## src/rtl/vnmi_pkg.sv

```systemverilog
package vnmi_pkg;
    localparam int DATA_W  = 8;
    localparam int N_SRC   = 2;
    // source indices
    localparam int SRC_VBL = 0;
    localparam int SRC_LIN = 1;
    // bit positions shared by enable and status bytes
    localparam int BIT_VBL = 6;
    localparam int BIT_LIN = 7;

    typedef logic [N_SRC-1:0] src_vec_t;

    function automatic int src_bit(input int src);
        return (src == SRC_LIN) ? BIT_LIN : BIT_VBL;
    endfunction
endpackage

```

## src/rtl/vnmi_enable_reg.sv

```systemverilog
module vnmi_enable_reg
    import vnmi_pkg::*;
(
    input  logic              clk,
    input  logic              rst_n,
    input  logic              we_i,
    input  logic [DATA_W-1:0] wdata_i,
    output src_vec_t          en_o
);
    typedef struct packed {
        src_vec_t en;
    } en_state_t;

    en_state_t st_d, st_q;

    always_comb begin
        st_d = st_q;
        if (we_i) begin
            for (int s = 0; s < N_SRC; s++) begin
                st_d.en[s] = wdata_i[src_bit(s)];
            end
        end
    end

    always_ff @(posedge clk or negedge rst_n) begin
        if (!rst_n) st_q <= '0;
        else        st_q <= st_d;
    end

    assign en_o = st_q.en;

    assert_en_load_R11: assert property (@(posedge clk) disable iff (!rst_n)
        we_i |=> (en_o[SRC_LIN] == $past(wdata_i[BIT_LIN])) &&
                 (en_o[SRC_VBL] == $past(wdata_i[BIT_VBL])));
endmodule

```

## src/rtl/vnmi_status_track.sv

```systemverilog
module vnmi_status_track
    import vnmi_pkg::*;
(
    input  logic     clk,
    input  logic     rst_n,
    input  logic     line_i,
    input  logic     vbl_i,
    input  logic     clr_i,
    output src_vec_t stat_o
);
    typedef struct packed {
        src_vec_t pend;
    } stat_state_t;

    stat_state_t st_d, st_q;

    always_comb begin
        st_d = st_q;
        // the clear strobe applies first
        if (clr_i) st_d.pend = '0;
        // events on the same cycle then apply; vertical blank wins
        if (vbl_i) begin
            st_d.pend[SRC_VBL] = 1'b1;
            st_d.pend[SRC_LIN] = 1'b0;
        end else if (line_i) begin
            st_d.pend[SRC_LIN] = 1'b1;
        end
    end

    always_ff @(posedge clk or negedge rst_n) begin
        if (!rst_n) st_q <= '0;
        else        st_q <= st_d;
    end

    assign stat_o = st_q.pend;

    assert_vbl_wipes_line_R7: assert property (@(posedge clk) disable iff (!rst_n)
        vbl_i |=> (stat_o[SRC_VBL] && !stat_o[SRC_LIN]));

    assert_line_sets_R2: assert property (@(posedge clk) disable iff (!rst_n)
        (line_i && !vbl_i) |=> stat_o[SRC_LIN]);

    assert_clear_R6: assert property (@(posedge clk) disable iff (!rst_n)
        (clr_i && !line_i && !vbl_i) |=> (stat_o == '0));
endmodule

```

## src/rtl/vnmi_pulse_gen.sv

```systemverilog
module vnmi_pulse_gen #(
    parameter int PULSE_W = 8
) (
    input  logic clk,
    input  logic rst_n,
    input  logic fire_i,
    output logic nmi_n_o
);
    localparam int CW = $clog2(PULSE_W + 1);

    typedef struct packed {
        logic [CW-1:0] cnt;
        logic          low;
    } pg_state_t;

    pg_state_t st_d, st_q;

    always_comb begin
        st_d = st_q;
        if (fire_i)              st_d.cnt = CW'(PULSE_W);
        else if (st_q.cnt != '0) st_d.cnt = st_q.cnt - 1'b1;
        st_d.low = fire_i || (st_q.cnt > CW'(1));
    end

    always_ff @(posedge clk or negedge rst_n) begin
        if (!rst_n) st_q <= '0;
        else        st_q <= st_d;
    end

    assign nmi_n_o = ~st_q.low;

    assert_fire_low_R4: assert property (@(posedge clk) disable iff (!rst_n)
        fire_i |=> !nmi_n_o);

    assert_no_spurious_R5: assert property (@(posedge clk) disable iff (!rst_n)
        (nmi_n_o && !fire_i) |=> nmi_n_o);
endmodule

```

## src/rtl/vnmi_top.sv

```systemverilog
module vnmi_top
    import vnmi_pkg::*;
#(
    parameter int PULSE_W = 8
) (
    input  logic              clk,
    input  logic              rst_n,
    input  logic              line_evt_i,
    input  logic              vblank_evt_i,
    input  logic              en_we_i,
    input  logic [DATA_W-1:0] en_wdata_i,
    input  logic              clr_we_i,
    output logic [DATA_W-1:0] stat_o,
    output logic              nmi_n_o
);
    src_vec_t en, pend, evt, gated;
    logic     fire;

    assign evt[SRC_LIN] = line_evt_i;
    assign evt[SRC_VBL] = vblank_evt_i;

    vnmi_enable_reg i_en (
        .clk     (clk),
        .rst_n   (rst_n),
        .we_i    (en_we_i),
        .wdata_i (en_wdata_i),
        .en_o    (en)
    );

    vnmi_status_track i_stat (
        .clk    (clk),
        .rst_n  (rst_n),
        .line_i (line_evt_i),
        .vbl_i  (vblank_evt_i),
        .clr_i  (clr_we_i),
        .stat_o (pend)
    );

    // only fresh events fire; pending status never feeds the NMI path
    for (genvar s = 0; s < N_SRC; s++) begin : g_gate
        assign gated[s] = evt[s] & en[s];
    end
    assign fire = |gated;

    vnmi_pulse_gen #(.PULSE_W(PULSE_W)) i_pulse (
        .clk     (clk),
        .rst_n   (rst_n),
        .fire_i  (fire),
        .nmi_n_o (nmi_n_o)
    );

    always_comb begin
        stat_o = '0;
        for (int s = 0; s < N_SRC; s++) begin
            stat_o[src_bit(s)] = pend[s];
        end
    end

    assert_no_late_nmi_R3: assert property (@(posedge clk) disable iff (!rst_n)
        (!line_evt_i && !vblank_evt_i && nmi_n_o) |=> nmi_n_o);

    assert_low_bits_zero_R2: assert property (@(posedge clk) disable iff (!rst_n)
        stat_o[5:0] == 6'd0);
endmodule

```

## config.mk

```make
export PLATFORM = sky130hd
export DESIGN_NAME = vnmi_top
export DESIGN_NICKNAME = d
export VERILOG_FILES = /design/src/rtl/vnmi_pkg.sv /design/src/rtl/vnmi_enable_reg.sv /design/src/rtl/vnmi_status_track.sv /design/src/rtl/vnmi_pulse_gen.sv /design/src/rtl/vnmi_top.sv
export SDC_FILE = /design/constraint.sdc
export NUM_CORES = 1
export LEC_CHECK = 0
export BUFFER_PORTS_ARGS = -buffer_cell sky130_fd_sc_hd__buf_4
export CORE_AREA = 2 2 39 41
export DETAILED_ROUTE_END_ITERATION = 8
export DIE_AREA = 0 0 41 43
export SLEW_MARGIN = 20
export SYNTH_ARGS = -nofsm -noshare
export SYNTH_HDL_FRONTEND = slang
export SYNTH_SLANG_ARGS = --single-unit
```

## constraint.sdc

```tcl
create_clock -name clk -period 2.3 [get_ports clk]
set_clock_uncertainty 0.15 [all_clocks]
set_input_delay 0.115 -clock clk [delete_from_list [all_inputs] [get_ports clk]]
set_output_delay 0.115 -clock clk [all_outputs]
set_load 0.02 [all_outputs]
```

### After elaboration in Yosys (flattened, before gate mapping)

Cells that the tools add are included.

| word-level totals | value |
|---|---|
| register bits after elaboration | 9 |
| bits in latches | 0 |
| memory bits (writable) | 0 |
| memory bits (read-only) | 0 |
| bits of input ports | 14 |
| output and inout bits | 9 |
| logic and storage cells | 22 |
| memories | 0 |

| operators by class | value |
|---|---|
| add/sub/neg operators | 1 |
| multipliers | 0 |
| div/mod/pow operators | 0 |
| magnitude comparators | 1 |
| equal/unequal tests | 0 |
| shift operators | 0 |
| multiplexer cells | 6 |
| bitwise logic cells | 3 |
| reductions and logical operators | 6 |

Operators by type and width:

| cell | count |
|---|---|
| $mux 4 | 2 |
| $gt 4x1->1 const B | 1 |
| $reduce_bool 2->1 | 2 |
| $reduce_bool 4->1 | 1 |
| $sub 4x1->4 const B | 1 |
| $mux 1 | 3 |
| $reduce_bool 3->1 | 1 |
| $and 1x1->1 | 2 |
| $mux 2 | 1 |
| $reduce_or 2->1 | 1 |
| $logic_or 1x1->1 | 1 |
| $not 1->1 | 1 |

### Depth between registers and ports, before layout

Gate-level depths: netlist (run 1).

| logic depth | value |
|---|---|
| depth in word-level cells | 3 |
| depth in mapped cells | 5 |
| mapped depth without buffers | 5 |

### Modules after synthesis

A second synthesis (run 1) with hierarchy kept.

| unflattened totals | value |
|---|---|
| cell total of the unflattened synthesis | 45 |
| area, all modules | 481.7 um^2 |

Modules (own cells, without submodules):

| module | times used | cells each | area an instance (um^2) | seq. area each (um^2) |
|---|---|---|---|---|
| vnmi_pulse_gen | 1 | 26 | 271.5 | 125.1 |
| vnmi_status_track | 1 | 7 | 80.1 | 50.0 |
| vnmi_enable_reg | 1 | 4 | 72.6 | 50.0 |
| vnmi_top | 1 | 8 | 57.6 | 0.0 |

### Worst setup path after synthesis (run 1)

OpenSTA, ideal clock, no wires.

| timing | value |
|---|---|
| path kind | register -> register |
| from | register i_pulse.st_q[1] (netlist bit) |
| to | register i_pulse.st_q[1] (netlist bit) |
| setup time | 120 ps |
| data arrival time | 1222 ps |
| required time | 2030 ps |
| path slack | 808 ps |
| stages on the path, launching flop included | 6 |
| buffers on the path | 0 |
| period minus slack after synthesis | 1492 ps |
| path through | dfrtp_1 inv_1 ha_1 or3b_4 xnor2_1 nor2_1 |

| between the ends | value |
|---|---|
| cells in the longest elaborated chain, start to end | 3 |
| elaborated cells between the ends (all ways) | 5 |
| those cells by class | 1 x add/sub; 2 x mux; 2 x reduce/logical |

RTL lines:

| what | RTL line | text |
|---|---|---|
| start: declaration | vnmi_pulse_gen.sv:16 | `pg_state_t st_d, st_q;` |
| start signal: assignment | vnmi_pulse_gen.sv:27 | `else st_q <= st_d;` |
| $sub 4x1->4 | vnmi_pulse_gen.sv:21 | `else if (st_q.cnt != '0) st_d.cnt = st_q.cnt - 1'b1;` |
| $mux 4 | vnmi_pulse_gen.sv:21 |  |
| $mux 4 | vnmi_pulse_gen.sv:20 | `if (fire_i) st_d.cnt = CW'(PULSE_W);` |

Parallel ways exist; a longest one is shown, timed or not. The select of a mux whose other input is x is not followed.
A chain may end at the register's enable or synchronous reset.

### Worst setup path after layout (run 1)

Ends and elaborated chain as after synthesis.

==> results, run 1 <==
- The run finished with clean final reports.
- The number of antenna repair diodes is 0.
- The max-capacitance violation count is 0.
- The critical path class is register to register.
- The combined area of all synthesized cells is 454.2 um^2.
- The global routing usage summed across all routing layers is 0.1055.
- For this block, wires on met1 add up to 326 um.
- In this run the register-to-register setup slack is 720 ps.
- The max-slew violation count came to 0.
- The number of endpoints failing setup at the final stage is 0.
- The aggregate global routing overflow is 0.
- The die outline area is 0.001763 mm^2.
- The largest stage delay on the critical path is 420 ps.
- The critical path goes through inv_1 -> ha_1 -> or3b_4 -> xnor2_1 -> nor2_1.
- Buffers placed on the I/O ports in this run total 10.
- The total of warnings raised by yosys is 0.
- Setup repair after global routing left no endpoint under its margin.
- STA classifies the critical path startpoint as a register.
- The maximum fanout encountered on the critical timing path is 5.
- The endpoint kind of the worst setup timing path is a register.
- The kind of cell with the highest combined delay on the critical path is simple AND/OR/NAND/NOR gates.
- The clock passes through at most 2 buffers.
- The detailed router finished its first iteration with 0 violations.
- The number of H-tree branching levels is 1.
- The design draws 562.7 uW.
- In the finished design, the share of the clock period the worst path needs comes to 0.6870.
- Of all cell types, the one taking the most synthesized area is dfrtp_1.
- The number of hold violations in the final report is 0.
- Data on the critical path arrives at its endpoint at 1580 ps.
- The combined buffer and inverter count along the critical path is 1.
- The required time at the endpoint of the critical path is 2300 ps.
- Once detailed placement completed, the half-perimeter wirelength came to 495.2 um.
- The first-pass GRT wire length is 1228 um.
- Pin placement for this block handled 23 I/O pins.
- The analysis attributes to cell leakage a power of 0.0003165 uW.
- Wires add up to 687 um.
- The total of flip-flops plus latches after synthesis is 9.
- The detail route stage leaves a number of antenna-violating nets equal to 0.
- The power density over the cells is 894.0 mW/mm^2.
- After detailed routing, the met3 layer carries 53 um of wire.
- The number of unique standard cell types used by synthesis is 18.
- The upper clock frequency limit is 632.9 MHz.
- The CTS sink count is 9.
- The worst ir drop on vdd is 0.5306 mV.
- The average vias per placed instance is 4.228.
- Once the clock tree was built, the resizer swapped 0 gates to a different size.
- The total number of vias is 334.
- The height of the chip is 43 um.
- The weighted congestion reported at the end of routability-driven placement is 0.7182.
- Buffers inserted during clock tree synthesis total 3.
- Measured on the finished design, the core utilization comes to 0.4548.
- The fraction of final layout cells with drive strength greater than 1 is 0.2857.
- The share of the Yosys chip area taken by registers is 0.4959.
- The slowest stage of the critical path belongs to the cell or3b_4.
- The clock slew seen by the registers of the worst setup and hold paths is 60 ps.
- The pin count of the biggest net entering global routing is 10.
- The cell sitting at the root of the clock tree is a clkbuf_4.
- Row generation in the floorplan step produced 14 rows.
- The routed length per placed instance is 8.696 um.
- Across all hold checks on the routed design, the worst slack comes to 18.55 ps.
- The via count of the first global-routing pass was 313.
- The clock tree from TritonCTS is done.
- The total iterations of the first detailed-routing run is 1.
- Routed signal wires occupy layers up through met4.
- Summed over all nets, wire length on met2 after detailed routing comes to 297 um.
- After the last flow step, the layout net total stands at 80.
- The setup TNS after final layout is 0 ps.
- The number of antenna violations at the first check in global routing came to 0.
- From synthesis to final layout, the design area changed by 38.57%.
- The classification of the worst-slack hold path is input pin to register.
- Measured along the x axis, the die boundary spans 41 um.
- The floorplan core area is 0.001384 mm^2.
- The initial utilization of the core area, before any placement, comes to 0.3282.
- Synthesis produced a netlist whose cell count is 42.
- The area share of the largest cell type after synthesis is 0.4959.
- After detailed routing, the number of remaining DRC violations is 0.
- Yosys attributes the largest share of cell area to dfrtp_1 50%, buf_4 9.9%, mux2_2 7.4%.
- For the worst-skew pair, the clock arrives at the later sink with an insertion delay of 260 ps.
- The count of filler cells inserted in the layout is 130.
- The average instance in the mapped netlist occupies 10.81 um^2.
- The smallest clock period supported by the final layout is computed as 1580 ps.
## flip-flops by register name, indices dropped and copies added (netlist names)
| name | cells |
|---|---|
| i_pulse.st_q | 5 |
| i_en.en_o | 2 |
| i_stat.stat_o | 2 |
## metrics by stage
stage / setup WS, ps / instance area (um^2) / std cells
6_report: 719.9 / 629.4 / 79
5_1_grt: 630.7 / 629.4 / 79
4_1_cts: 718.0 / 629.4 / 79
3_5_place_dp: 740.2 / 523.0 / 67
3_3_place_gp: 725.8 / 523.0 / 67
2_1_floorplan: 807.8 / 473.0 / 47
## timing repair
action,in CTS,in global routing
hold buffers,8,0
endpoints found under the hold margin,13,0
buffers inserted,0,0
## final cells by class
class	count	area [um^2]	share of cell area
multi-input cells	27	183.9	0.2922
clock buffers	4	26.28	0.04175
flip-flops and latches	9	225.2	0.3579
repair buffers	18	155.1	0.2465
well taps	16	20.02	0.03181
inverters	5	18.77	0.02982
## synthesized netlist by cell type
library cell / instances
o211ai_1: 1
mux2_2: 3
dfrtp_1: 9
xnor2_1: 1
inv_1: 5
nor3_1: 1
conb_1: 1
nor2_1: 5
a22oi_1: 1
a21oi_1: 1
or3b_4: 1
or3_1: 1
a211oi_2: 1
nand2_1: 1
ha_1: 2
a21o_1: 1
buf_4: 6
a211o_1: 1
## worst reg2reg max path: cells and delay by family, from the launching register on
family / cells / cell delay, ps
flip-flops: 1 / 410
adder cells (fa/ha/maj): 1 / 210
XOR/XNOR: 1 / 150
buffers and inverters: 1 / 70
AND/OR/NAND/NOR: 2 / 480
## where the power goes
group	internal (uW)	switching [uW]
combinational	114	94.6
sequential	199	34.8
clock	66.7	53.3
## path summary, 6_finish.rpt
| path | start | to | depth (start not counted) |
|---|---|---|---|
| worst min-delay path | line_evt_i | i_pulse.st_q[0]$_DFF_PN0_ | 3 |
| min in group asynchronous | rst_n | i_pulse.st_q[3]$_DFFE_PN0P_ | 2 |
| worst max register to register | i_pulse.st_q[1]$_DFFE_PN0P_ | i_pulse.st_q[1]$_DFFE_PN0P_ | 5 |
| worst min register to register | i_stat.stat_o[0]$_DFFE_PN0P_ | i_stat.stat_o[0]$_DFFE_PN0P_ | 1 |
| worst max-delay path | i_pulse.st_q[1]$_DFFE_PN0P_ | i_pulse.st_q[1]$_DFFE_PN0P_ | 5 |
| max in group asynchronous | rst_n | i_en.en_o[0]$_DFFE_PN0P_ | 2 |
## placed cells by master (no fill, tap or decap)
cell,instances
clkbuf_4,3
mux2_2,3
a22oi_1,1
nor2_1,5
inv_1,5
or3_1,1
nor3_1,1
o211ai_1,1
xnor2_1,1
a21oi_1,1
or3b_4,1
a21o_1,1
ha_1,2
dfrtp_1,9
a211o_1,1
nand2_1,1
clkbuf_1,1
a211oi_2,1
dlygate4sd3_1,8
conb_1,6
buf_4,10
## layer usage
layer	up-vias	global-route usage
met3	2	0.04712
met5	-	0
met1	147	0.1362
li1	171	-
met2	14	0.1406
met4	0	0.06000
## logic make-up after synthesis
| logic type | after synthesis | synth area share |
|---|---|---|
| buffers and inverters | 11 | 0.1405 |
| DFF | 9 | 0.4959 |
| adders and majority gates | 2 | 0.05509 |
| other | 1 | 0.008257 |
| muxes | 3 | 0.07437 |
| xor gates and xnor gates | 1 | 0.01929 |
| AOI/OAI and AO/OA | 6 | 0.1074 |
| and+or+nand+nor | 9 | 0.09917 |
No activity file was read; power rests on OpenSTA's default activity.
==> run 2: changes to the inputs <==
- clock period: 2.3 -> 1.6 ns (I/O delays scaled with it)
==> run 2 against run 1 <==
  * Total power is 60% higher
  * Die area did not move
  * Sequential share of layout area is 2.3 points lower
  * Sequential power up 41%
  * Register-to-register slack lost 620 ps
  * Global-route usage rose by 2.5 points
  * Combinational power is 87% higher
  * Via count grew 6.9%
  * Critical path type is now input pin to register
  * Critical endpoint is now i_en.en_o[1]$_DFFE_PN0P_
  * Largest cell class unchanged
==> results, run 2 (same netlist as run 1, synthesis figures left out) <==
- The run finished with clean final reports.
- More flip-flops sit in one register than any other, and that register is i_pulse.st_q.
- The placed wire-length estimate after detailed placement is 541.4 um.
- The DRC violation total after the first TritonRoute iteration is 5.
- Timing would allow up to 643.6 MHz.
- The average vias per placed instance is 4.250.
- The first-pass GRT wire length is 1407 um.
- The global routing usage summed across all routing layers is 0.1302.
- The DRC violation count after routing is 0.
- The number of nets in the layout is 85.
- Cell internal power was estimated by the tool at 608.3 uW.
- Walking the worst path, the cells encountered are dlygate4sd3_1 -> buf_4 -> mux2_2 -> dlygate4sd3_1.
- The clock net in this run drives a total of 9 sinks.
- The pin count of the biggest net entering global routing is 10.
- The part of the total power dissipated in the clock network is 0.199.
- The horizontal extent of the die is 41 um.
- The height of the chip is 43 um.
- Summed over all cells, the static leakage comes to 0.0003393 uW.
- The register with the most flip-flops in the layout has 5 of them.
- The largest stage delay on the critical path is 560 ps.
- Of the total power, combinational logic draws 0.434.
- Setup repair after global routing left no endpoint under its margin.
- The top cell types in the final layout, fill and taps aside, are 14 x buf_4, 9 x dlygate4sd3_1, 9 x dfrtp_1, 6 x conb_1.
- The first detailed-routing pass took 2 iterations.
- The number of antenna violations at the first check in global routing is 0.
- The critical path class is input pin to register.
- The total overflow left after global routing is 0.
- The die covers 0.001763 mm^2.
- The max-slew violation count is 0.
- The endpoint kind of the worst setup timing path is a register.
- The share of total power dissipated in sequential elements is 0.367.
- The initial utilization of the core area, before any placement, comes to 0.3282.
- The number of ports placed on the die boundary is 23.
- No sink is reached through more buffers than the 2 on the longest clock path.
- The slowest stage of the critical path belongs to the cell dlygate4sd3_1.
- Port buffering added 10 buffers.
- In this run the worst path has a maximum fanout of 1.
- Dividing the detail-routed wire length by the instance count gives 9.810 um.
- The required time at the endpoint of the critical path is 1590 ps.
- The classification of the worst-slack hold path is input pin to async pin.
- The weighted congestion reported at the end of routability-driven placement is 0.7684.
- The via count of the first global-routing pass came to 325.
- Across the VDD grid, the largest voltage drop is 0.5892 mV.
- Summed over all failing endpoints, the final setup total negative slack is 0 ps.
- The cell that appears most often on the critical path is dlygate4sd3_1.
- The total number of vias is 357.
- The post-layout utilization of the core is 0.4855.
- The number of H-tree branching levels is 1.
- The later pin in the worst-skew pair is clocked with a latency of 260 ps.
- In the final layout, the share of cells above drive strength 1 is 0.3382.
- The cell at the root of the clock tree is clkbuf_4.
- For this block, the routed nets add up to 824 um of wire.
- The startpoint class of the critical path is an input pin.
- The number of antenna repair diodes is 0.
- At the worst endpoint, the arrival time is 1550 ps.
- Clock-pin slew was measured on the worst setup and hold paths at 60 ps.
- The combined buffer and inverter count along the critical path is 3.
- The smallest hold slack is 26.79 ps.
- Of the total power, the share spent switching nets is 0.3236.
- The number of clock buffers inserted by TritonCTS is 3.
- The final critical-path share of the clock period is 0.9711.
- The clock period minus final worst setup slack is 1554 ps.
- The detail route stage leaves a number of antenna-violating nets equal to 0.
- The max-capacitance violation count is 0.
- The number of endpoints failing setup at the final stage is 0.
- The number of hold violations in the final report was 0.
- The power density over the cells is 1339 mW/mm^2.
- The clock tree from TritonCTS is done.
- The kind of cell with the highest combined delay on the critical path is buffers and inverters.
- The layout overhead on the synthesized area is 47.93%.
- The floorplan has 14 rows.
- The total area inside the core boundary comes to 0.001384 mm^2.
- The switching component of the power is 291.1 uW.
- The most common library cell in the layout ignoring fill and taps is buf_4.
run 2: layer usage:
layer | up-vias | routed length (um) | share of wire | global-route usage
li1 | 180 | - | - | -
met4 | 0 | 15 | 0.018 | 0.1400
met5 | - | 0 | 0 | 0
met1 | 163 | 348 | 0.42 | 0.1510
met3 | 2 | 53 | 0.064 | 0.04712
met2 | 12 | 407 | 0.49 | 0.1656
run 2: final timing paths:
path,startpoint,endpoint,slack (ps),cells past startpoint
worst max-delay path,en_wdata_i[7],i_en.en_o[1]$_DFFE_PN0P_,50,4
worst min-delay path,rst_n,i_pulse.st_q[2]$_DFFE_PN0P_,30,2
worst max register to register,i_pulse.st_q[2]$_DFFE_PN0P_,i_pulse.st_q[1]$_DFFE_PN0P_,100,5
worst min register to register,i_stat.stat_o[0]$_DFFE_PN0P_,i_stat.stat_o[0]$_DFFE_PN0P_,330,1
max in group asynchronous,rst_n,i_stat.stat_o[1]$_DFFE_PN0P_,1140,2
min in group clk,i_stat.stat_o[0]$_DFFE_PN0P_,i_stat.stat_o[0]$_DFFE_PN0P_,330,1
run 2: what timing repair did:
action                                 CTS  global route
hold buffers                             9             0
setup buffers                            0             3
endpoints found under the hold margin   14             0
gates resized for setup                  0             1
setup endpoints to repair                0             1
run 2: per-stage QoR:
step	cells	total power [uW]	setup slack [ps]	cell area, um^2
floorplan	47	566.2	107.8	473.0
global placement	68	643.6	106.9	530.5
detailed placement	68	645.8	88.88	530.5
CTS	81	857.4	64.88	646.9
global route	84	988.6	22.39	671.9
finish	84	899.4	46.29	671.9
run 2: area by class of cell:
type	count	area [um^2]
flip-flops and latches	9	225.2
inverters	5	18.77
clock buffers	4	26.28
fillers	140	711.9
repair buffers	23	195.2
well taps	16	20.02
multi-input cells	27	186.4
run 2: power groups by stage:
stage / clock network [uW] / registers, uW / logic (uW)
2_1_floorplan: 0 / 333 / 233
3_3_place_gp: 0 / 343 / 301
3_5_place_dp: 0 / 341 / 305
4_1_cts: 190 / 338 / 330
5_1_grt: 209 / 339 / 441
6_report: 179 / 330 / 391
run 2: worst register-to-register path, stage by stage, from the launching register on:
cell and delay (ps):
dfrtp_1 380, inv_1 80, ha_2 180, or3b_4 400
xnor2_1 150, nor2_1 60
==> run 3: changes to the inputs <==
- CTS_BUF_LIST: default -> sky130_fd_sc_hd__clkbuf_16
==> run 3 against run 2 <==
  * Register-to-register slack worse by 20 ps
  * Setup slack gained 20 ps
  * Largest cell class unchanged
  * Cell area up 2.6%
  * First-iteration DRC count down 40%
  * Hold slack improved by 30 ps
  * Sequential cell count is the same
  * Routed wire length is 5.2% higher
  * Largest power group is now the clock network
  * Cell count decreased by 4.8%
  * Non-clock buffer count fell by 4
==> results, run 3 (same netlist as run 1, synthesis figures left out) <==
- The fraction of final layout cells with drive strength greater than 1 is 0.2969.
- The max-slew violation count is 0.
- In this run the post-CTS setup repair buffer count came out at 0.
- The library cell used most frequently in the layout, excluding fill and tap cells, is buf_4.
- The height of the chip is 43 um.
- The total overflow left after global routing is 0.
- The routed length per placed instance is 10.84 um.
- For flop-to-flop paths, the worst setup slack is 80 ps.
- The cell sitting at the root of the clock tree is a clkbuf_16.
- Routability-driven placement finished with a final weighted congestion of 0.7684.
- TritonCTS built the clock tree.
- Summed over all cells, the static leakage comes to 0.0003486 uW.
- The critical path contains buffers and inverters numbering 3 combined.
- The maximum clock insertion buffer count is 2.
- The number of antenna violations at the first check in global routing is 0.
- For this block, the initial DRC count from the detailed router was 3.
- The total of buffers placed on input and output ports is 10.
- The number of flip-flops in the largest register is 5.
- For the worst-skew pair, the clock arrives at the later sink with an insertion delay of 240 ps.
- With fillers left out, the area of the finished cells amounts to 689.4 um^2.
- The worst setup path is captured at a register.
- The clock slew seen by the registers of the worst setup and hold paths is 40 ps.
- After detailed routing, the number of remaining DRC violations is 0.
- The endpoint identified for the worst register-to-register timing path is i_pulse.st_q[1]$_DFFE_PN0P_.
- The slowest stage of the critical path is the dlygate4sd3_1 cell.
- The via count of the first global-routing pass is 340.
- The required time at the endpoint of the critical path is 1560 ps.
- The critical path goes through dlygate4sd3_1 -> buf_4 -> a21oi_1 -> nor2_1 -> dlygate4sd3_1.
- The cell type with the highest occurrence count on the critical path is dlygate4sd3_1.
- Counting every sink on the clock net gives 9.
- Dividing the final minimum period by the clock period gives 0.9587.
- The setup TNS after final layout is 0 ps.
- The startpoint identified for the worst register-to-register timing path is i_pulse.st_q[1]$_DFFE_PN0P_.
- Entering global routing, the biggest net connects 10 pins.
- The largest stage delay on the critical path is 560 ps.
- The flow ran to the end, and the final reports show no timing, DRC or antenna violations.
- The top cell types in the final layout, fill and taps aside, are 11 x buf_4, 9 x dfrtp_1, 8 x dlygate4sd3_1, 6 x inv_1, 6 x conb_1.
- The number of nets in the layout is 81.
- The routed layout has 346 vias.
- The routed metal-1 wire length is 333 um.
- Based on the critical path, the design can be clocked at up to 651.9 MHz.
- The critical path class is input pin to register.
- The repair_antennas step left the layout with diodes totalling 0.
- Setup violations remaining at the end of the flow were counted as 0.
- The number of ports placed on the die boundary is 23.
- In this run the horizontal extent of the chip is 41 um.
- In this run the standard cell core region covers 0.001384 mm^2.
- In this design, the largest share of critical-path delay is due to buffers and inverters.
- For the finished layout, the period the worst path requires is 1534 ps.
- The number of clock buffers inserted by TritonCTS is 3.
- Setup repair after global routing left no endpoint under its margin.
- The initial utilization of the core area, before any placement, comes to 0.3282.
- The top metal layer carrying routed signals is met4.
- Post-CTS repair changed the size of 0 cells.
- The first global-routing pass estimated 1587 um of wire.
- The area growth from synthesis to layout is 51.79%.
- The overall power consumption is 1100 uW.
- The average vias per placed instance is 4.325.
- The routed design uses 54 um of met3 wire.
- The sum of routed wire length over all layers is 867 um.
- The total iterations of the first detailed-routing run is 2.
- In this run the power density over the cells is 1596 mW/mm^2.
- In this run the worst hold path is classified as input pin to async pin.
- The tool flagged a number of max-cap violations equal to 0.
- The maximum fanout encountered on the critical timing path is 2.
- The residual antenna-violating net count after detailed routing is 0.
- The worst ir drop on vdd is 0.8096 mV.
- The row count is 14.
- The startpoint class of the critical path is an input pin.
- The die covers 0.001763 mm^2.
- The register with the highest flop count is i_pulse.st_q.
- The data arrival time at the worst-slack endpoint is 1490 ps.
- The global routing usage summed across all routing layers is 0.1484.
- The most critical setup path has its startpoint at line_evt_i.
- Wire segments on met2 add up to 430 um in the final route.
- Measured in cells, the most critical reg-to-reg path has a length of 5.
- The number of hold violations in the final report came to 0.
- The number of H-tree branching levels is 1.
- The placed wire-length estimate after detailed placement is 541.4 um.
- The placed instances occupy a cell area of 530.5 um^2.
[run 3: changes by cell type in the layout (fill, tap and decap cells not counted)]
cell / delta
ha_2: -1
clkbuf_16: +3
ha_1: +1
clkbuf_4: -3
buf_4: -3
inv_1: +1
clkbuf_1: -1
dlygate4sd3_1: -1
[run 3: timing repair]
item                                    in CTS  in global routing
hold buffers                                 9                  1
hold endpoints to repair                    14                  2
endpoints found under the setup margin       0                  2
[run 3: per-layer routing]
layer  GRT usage  vias to the layer above
li1            -                      170
met1      0.1639                      158
met2      0.2094                       14
met3     0.03141                        4
met4      0.1600                        0
met5           0                        -
[run 3: through the flow]
stage	util	std cells	hold WS, ps	setup slack, ps
after floorplan	-	47	-365.6	107.8
after global placement	0.3834	68	-238.7	106.9
after detailed placement	0.3834	68	-237.3	88.88
after CTS	0.5054	81	61.76	25.31
after global routing	0.4982	80	80.92	0.9525
final	0.4982	80	57.13	66.11
[run 3: how the worst max path moves through the flow]
| stage | to | slack, ps | cells after the start |
|---|---|---|---|
| after floorplan | i_pulse.st_q[1]$_DFFE_PN0P_ | 110 | 5 |
| after global placement | i_pulse.st_q[1]$_DFFE_PN0P_ | 110 | 5 |
| after detailed placement | i_pulse.st_q[1]$_DFFE_PN0P_ | 90 | 5 |
| after CTS | i_en.en_o[1]$_DFFE_PN0P_ | 30 | 4 |
| after global routing | i_pulse.st_q[1]$_DFFE_PN0P_ | 1 | 5 |
| final | i_stat.stat_o[1]$_DFFE_PN0P_ | 70 | 5 |
[run 3: layout make-up]
| type | count | area (um^2) |
|---|---|---|
| flip-flops and latches | 9 | 225.2 |
| clock inverters | 1 | 3.754 |
| clock buffers | 3 | 75.07 |
| well taps | 16 | 20.02 |
| inverters | 5 | 18.77 |
| fillers | 132 | 694.4 |
| repair buffers | 19 | 162.7 |
| multi-input cells | 27 | 183.9 |
[run 3: report_power, final]
group / leakage (uW) / switching [uW] / internal, uW
combinational: 0.000202 / 143 / 176
clock: 0.0000423 / 114 / 327
sequential: 0.000105 / 52.2 / 288
